--- config.mk ---
export PLATFORM = sky130hd
export DESIGN_NAME = instr_phase_seq
export DESIGN_NICKNAME = d
export VERILOG_FILES = /design/src/rtl/instr_phase_seq.sv
export SDC_FILE = /design/constraint.sdc
export NUM_CORES = 1
export LEC_CHECK = 0
export ABC_AREA = 1
export CAP_MARGIN = 15
export CELL_PAD_IN_SITES_DETAIL_PLACEMENT = 2
export CELL_PAD_IN_SITES_GLOBAL_PLACEMENT = 2
export CORE_MARGIN = 5
export CORE_UTILIZATION = 18
export DETAILED_ROUTE_END_ITERATION = 7
export GPL_TIMING_DRIVEN = 1
export PLACE_DENSITY = 0.79
export SLEW_MARGIN = 20
export SYNTH_ARGS = -nofsm -noshare
export SYNTH_HDL_FRONTEND = slang
export SYNTH_SLANG_ARGS = --single-unit
--- constraint.sdc ---
create_clock -name clk -period 1.48 [get_ports clk]
set_input_delay 0.296 -clock clk [delete_from_list [all_inputs] [get_ports clk]]
set_output_delay 0.296 -clock clk [all_outputs]
set_load 0.02 [all_outputs]
--- src/rtl/instr_phase_seq.sv ---
module instr_phase_seq #(
  parameter int PRE_LEN   = 4,
  parameter int LOAD_LEN  = 4,
  parameter int EXEC_LEN  = 8,
  parameter int STORE_LEN = 4
) (
  input  logic                                            clk,
  input  logic                                            rst,
  input  logic                                            start,
  input  logic                                            wr_done,
  input  logic                                            pre_en,
  output logic [PRE_LEN+LOAD_LEN+EXEC_LEN+STORE_LEN-1:0]  phase_oh,
  output logic                                            win_dec,
  output logic                                            win_load,
  output logic                                            win_exec,
  output logic                                            win_store,
  output logic                                            flush,
  output logic                                            fetch,
  output logic                                            pc_step,
  output logic                                            busy
);
  localparam int NPH = PRE_LEN + LOAD_LEN + EXEC_LEN + STORE_LEN;
  localparam int PW  = $clog2(NPH);
  localparam logic [PW-1:0] LD0  = PW'(PRE_LEN);
  localparam logic [PW-1:0] EX0  = PW'(PRE_LEN + LOAD_LEN);
  localparam logic [PW-1:0] ST0  = PW'(PRE_LEN + LOAD_LEN + EXEC_LEN);
  localparam logic [PW-1:0] LAST = PW'(NPH - 1);

  logic          busy_q, flush_q, fetch_q;
  logic [PW-1:0] ph_q;

  wire run     = busy_q & ~flush_q;
  wire at_last = run & (ph_q == LAST);
  wire entry   = (~busy_q & start) | flush_q;

  always_ff @(posedge clk) begin
    if (rst) begin
      busy_q  <= 1'b0;
      flush_q <= 1'b0;
      fetch_q <= 1'b0;
      ph_q    <= '0;
    end else begin
      fetch_q <= entry;
      if (entry) begin
        busy_q  <= 1'b1;
        flush_q <= 1'b0;
        ph_q    <= pre_en ? '0 : LD0;
      end else if (at_last) begin
        if (wr_done) flush_q <= 1'b1;
      end else if (run) begin
        ph_q <= ph_q + 1'b1;
      end
    end
  end

  assign phase_oh  = run ? ({{(NPH-1){1'b0}}, 1'b1} << ph_q) : '0;
  assign win_dec   = run & (ph_q < LD0);
  assign win_load  = run & (ph_q >= LD0) & (ph_q < EX0);
  assign win_exec  = run & (ph_q >= EX0) & (ph_q < ST0);
  assign win_store = run & (ph_q >= ST0);
  assign flush     = flush_q;
  assign fetch     = fetch_q;
  assign pc_step   = at_last & wr_done;
  assign busy      = busy_q;

  a_r1_reset_idle: assert property (@(posedge clk)
    rst |=> (!busy && !flush && !fetch && phase_oh == '0));
  a_r2_start_runs: assert property (@(posedge clk) disable iff (rst)
    (!busy && start) |=> (busy && fetch));
  a_r5_stall_hold: assert property (@(posedge clk) disable iff (rst)
    (phase_oh[NPH-1] && !wr_done) |=> phase_oh[NPH-1]);
  a_r7_flush_after_step: assert property (@(posedge clk) disable iff (rst)
    pc_step |=> (flush && phase_oh == '0));
  a_r7_flush_single: assert property (@(posedge clk) disable iff (rst)
    flush |=> !flush);
  a_r8_fetch_after_flush: assert property (@(posedge clk) disable iff (rst)
    flush |=> (fetch && $countones(phase_oh) == 1));
  a_r9_one_phase: assert property (@(posedge clk) disable iff (rst)
    (busy && !flush) |-> ($countones(phase_oh) == 1));
endmodule

==> Word level (Yosys, flattened, before mapping) <==
Index checks and enable logic that the tools add are counted.
{ "totals": {"word_cells": 36, "regBits": 8, "output_inout_bits": 28, "inputBits": 5} }
{ "classes": {"addsub": 1, "n_mux": 5, "bitwise_logic": 13, "n_lt_le_gt_ge": 6, "eq_ne": 2, "reduce_logical": 4, "n_shift": 1} }
{ "ops": {"columns": ["operator", "count"], "rows": [
  ["two-way mux 20 bit", 1],
  ["<< shifter 1 x 5 -> 20 bit (first input constant)", 1],
  ["two-way mux 5 bit", 3],
  ["AND 1 bit", 10],
  ["adder 5 x 1 -> 5 bit (second input constant)", 1],
  ["== test 5 bit (second input constant)", 1],
  [">= comparator 5 x 3 -> 1 bit (second input constant)", 1],
  [">= comparator 5 x 4 -> 1 bit (second input constant)", 1],
  [">= comparator 5 bit (second input constant)", 1],
  ["< comparator 5 x 3 -> 1 bit (second input constant)", 1],
  ["< comparator 5 x 4 -> 1 bit (second input constant)", 1],
  ["< comparator 5 bit (second input constant)", 1],
  ["AND reduction 2 bit", 2],
  ["two-way mux 3 bit", 1],
  ["inequality test 2 x 1 -> 1 bit (second input constant)", 1],
  ["NOT 1 bit", 2],
  ["nonzero test 2 bit", 1],
  ["OR reduction 2 bit", 1],
  ["OR 1 bit", 1]
]} }

==> Longest topological paths before layout <==
{ "depth": {"depth_word": 5, "depth_mapped": 8, "ltp_nobuf": 8} }

==> Worst setup path after synthesis <==
Ideal clock, no wire load.
{ "synth_timing": {"path_kind": "flip-flop to output port", "startpoint": "register busy_q, in the netlist busy", "endpoint": "output phase_oh[18]", "slack_ns": -0.270, "t_arrival_ns": 1.454, "stages_incl_launch_ff": 5, "required_time_ns": 1.184, "path_buffers": 0, "cell_sequence": "dfxtp_1 -> nand2_2 -> nor2_2 -> inv_1 -> nor3_1"} }
{ "synth_via": {"elab_chain_len": 2} }
{ "synth_rtl": {"columns": ["item", "line_no", "rtl"], "rows": [
  ["start: declaration", "29", "logic busy_q, flush_q, fetch_q;"],
  ["start signal: assignment", "38", "busy_q <= 1'b0;"],
  ["start signal: assignment", "45", "busy_q <= 1'b1;"],
  ["AND 1 bit", "32", "wire run = busy_q & ~flush_q;"],
  ["two-way mux 20 bit", "56", "assign phase_oh = run ? ({{(NPH-1){1'b0}}, 1'b1} << ph_q) : '0;"],
  ["end: declaration", "12", "output logic [PRE_LEN+LOAD_LEN+EXEC_LEN+STORE_LEN-1:0] phase_oh,"]
]} }
No other way between the ends.

==> Final worst setup path <==
{ "layout_timing": {"startpoint": "register flush_q, in the netlist flush", "endpoint": "output phase_oh[17]"} }
{ "layout_via": {"elab_chain_len": 3} }
{ "layout_rtl": {"columns": ["item", "line_no", "rtl"], "rows": [
  ["start: declaration", "29", null],
  ["start signal: assignment", "39", "flush_q <= 1'b0;"],
  ["start signal: assignment", "46", "flush_q <= 1'b0;"],
  ["start signal: assignment", "49", "if (wr_done) flush_q <= 1'b1;"],
  ["NOT 1 bit", "32", null],
  ["AND 1 bit", "32", null],
  ["two-way mux 20 bit", "56", null]
]} }
No other way between the ends.

==> metrics.csv <==
stage,metric,value,unit
outcome,status,finished with violations,
outcome,failing checks,setup timing,
job,# Max-Cap Violations,0,
critical_path,arrival time worst endpoint,1.49,ns
synth,Synth warnings,0,
clock_network,Sink Count,8,
sta,Min Hold Slack,0.599,ns
floorplan,Die X,69.7,um
sta,actual slew at the worst max-slew pin,0.311,ns
pwr,Internal,0.432,mW
sta,final setup margin,-0.309,ns
critical_path,crit end category,primary output,
hold_path,Hold WC Path Type,register to register,
global_routing,largest net degree at the start of global routing,9,
clock_network,htree depth,1,
synth,Synth Area per Inst,5.94,um2
floorplan,DIE AREA,4860,um2
critical_path,slowest CP cell,dfxtp_2,
global_routing,initial antenna violation count,0,
route,vias per cell,4.51,
critical_path,crit start category,register,
pwr,P per Cell Area,433,nW/um2
placement,Placed Cells,207,
critical_path,Crit Path Max Fanout,4,
synth,syn_nets,119,
floorplan,Starting Density,18.9,%
finish,antenna cells,0,
pwr,maximum VDD drop,0.345,mV
placement,Post-DP Area,1230,um2
placement,Placer Congestion,0.680,
sta,FMAX,559,MHz
route,DRT Pass-1 Iters,3,
clock_network,CTS tree,built,
sta,Finish-stage setup viols,25,
global_routing,global-route wire length before repair,5780,um
pwr,Sw Ratio,37.5,%
floorplan,Die H,69.7,um
critical_path,"slowest stage delay, CP",0.33,ns
finish,Synth-to-Final Area Change,149,%
pwr,switching power total,0.259,mW
clock_network,root buf cell,clkbuf_4,
global_routing,vias in the first global route,1105,
floorplan,Rows,21,
critical_path,critical path cell sequence,inv_2 > nand2_4 > buf_6 > nor2_4 > clkinvlp_4 > nor2_2 > buf_6,
route,DRC,0,
route,initial DRC count,11,
clock_network,Bufs on Longest Clock Path,2,
critical_path,critical path class,register to primary output,
sta,relative slew slack,79.2,%
route,Via Count,966,
synth,post-synthesis sequential area ratio,25.0,%
floorplan,Ports,33,
finish,Final nets,181,
pwr,Power Total,0.691,mW
pwr,LEAKAGE,0.707,nW
clock_network,Clock Latency Late Sink,0.26,ns
critical_path,Worst Path Required,1.18,ns
placement,buffers added on ports,32,
pwr,sequential share of power,34.7,%
route,final antenna-violating net count,0,
global_routing,GRT Resource Usage Total,15.1,%
global_routing,grt ovf,0,
floorplan,Placeable Area,3390,um2
route,DRT Wirelength,4440,um
critical_path,worst path buffer plus inverter count,4,
finish,Finished Layout Cells,214,
clock_network,clock-pin slew on the worst setup and hold paths,0.06,ns
placement,pre-CTS WS,-0.510,ns
sta,Final Cycle Share,121,%
route,wire length per cell,20.8,um
synth,Mapped Area,642,um2
pwr,clock power share,25.3,%
synth,#FFs+latches synth,8,
pwr,Comb power frac,39.9,%
sta,clk_skew,0.00281,ns
placement,DP HPWL,2670,um
sta,Final Critical Period,1.79,ns
critical_path,CP dominant cell by count,buf_6,
critical_path,cell family with most CP delay,buffers and inverters,
clock_network,Num CTS Buffers,3,
finish,fin area,1600,um2
sta,final hold viol count,0,
finish,share of cells above drive strength 1,70.2,%
synth,"Distinct cells, synth",16,
synth,post-synthesis cell count,108,
sta,"Slew Viols, Final",0,
sta,RSZ-0062 raised after global routing,yes,
routing by layer:
layer / GRT usage [%] / routed length [um] / vias up
li1: - / - / 446
met1: 14.3 / 1680 / 475
met2: 32.1 / 2400 / 33
met3: 2.46 / 171 / 12
met4: 4.68 / 193 / 0
met5: 0 / 0 / -
layout make-up:
| type | count | area [um2] |
|---|---|---|
| well taps | 46 | 57.6 |
| repair buffers | 57 | 573 |
| inverters | 24 | 101 |
| clock buffers | 3 | 22.5 |
| flip-flops and latches | 8 | 176 |
| fillers | 363 | 1790 |
| multi-input cells | 76 | 664 |
sequential cells by signal, indices dropped and copies added (netlist names):
| name | cells |
|---|---|
| flush | 1 |
| fetch | 1 |
| busy | 1 |
| ph_q | 5 |
power groups by stage:
| stage | registers (mW) | clock network [mW] | logic, mW |
|---|---|---|---|
| 2_1_floorplan | 0.242 | 0 | 0.0835 |
| 3_3_place_gp | 0.239 | 0 | 0.173 |
| 3_5_place_dp | 0.240 | 0 | 0.184 |
| 4_1_cts | 0.239 | 0.186 | 0.231 |
| 5_1_grt | 0.241 | 0.198 | 0.291 |
| 6_report | 0.240 | 0.175 | 0.276 |
cells in the final DEF (no fill, tap or decap), drive strengths merged:
cell type / instances
a21oi: 3
buf: 50
clkbuf: 3
clkdlybuf4s50: 4
clkinvlp: 1
dfxtp: 8
dlygate4sd2: 2
dlymetal6s2s: 1
ha: 6
inv: 23
nand2: 23
nand3: 4
nand4: 2
nor2: 31
nor3: 5
nor4: 1
o21ai: 1
cell usage after synthesis (all sizes together):
library cell,instances,area [um2]
nor3,5,25.0
inv,24,92.6
a21oi,3,15.0
nand3,4,20.0
ha,6,75.1
dfxtp,8,160
nor2,31,121
nand4,2,12.5
nand2,23,109
o21ai,1,5.00
nor4,1,6.26
stage by stage:
step	setup TNS, ns	utilization [%]
after floorplan	-0.260	-
after global routing	-6.28	47.1
after global placement	-7.70	36.3
after CTS	-3.61	43.2
after detailed placement	-10.40	36.3
final	-4.60	47.1
final timing paths:
| kind | startpoint | slack (ns) | depth (start not counted) | endpoint |
|---|---|---|---|---|
| max | flush | -0.31 | 7 | phase_oh[17] |
| min | ph_q[4] | 0.60 | 3 | ph_q[4] |
| max reg2reg | flush | 0.01 | 9 | ph_q[3] |
| min reg2reg | ph_q[4] | 0.60 | 3 | ph_q[4] |
worst register-to-register path: cells and delay by family (launching register included):
family / cells / cell delay, ns
flip-flops: 1 / 0.33
AND/OR/NAND/NOR: 5 / 0.62
buffers and inverters: 4 / 0.45
cell families after synthesis:
kind of cell,share of synthesized area [%]
DFF,25.0
AOI/OAI and AO/OA,3.12
buffers and inverters,14.4
adders and majority gates,11.7
and+or+nand+nor,45.8
what timing repair did:
item,CTS,global route
buffers inserted,2,2
hold buffers,0,0
setup endpoints to repair,32,30
pin swaps,7,2
resized for setup,210,31
(Power assumes the default switching activity.)
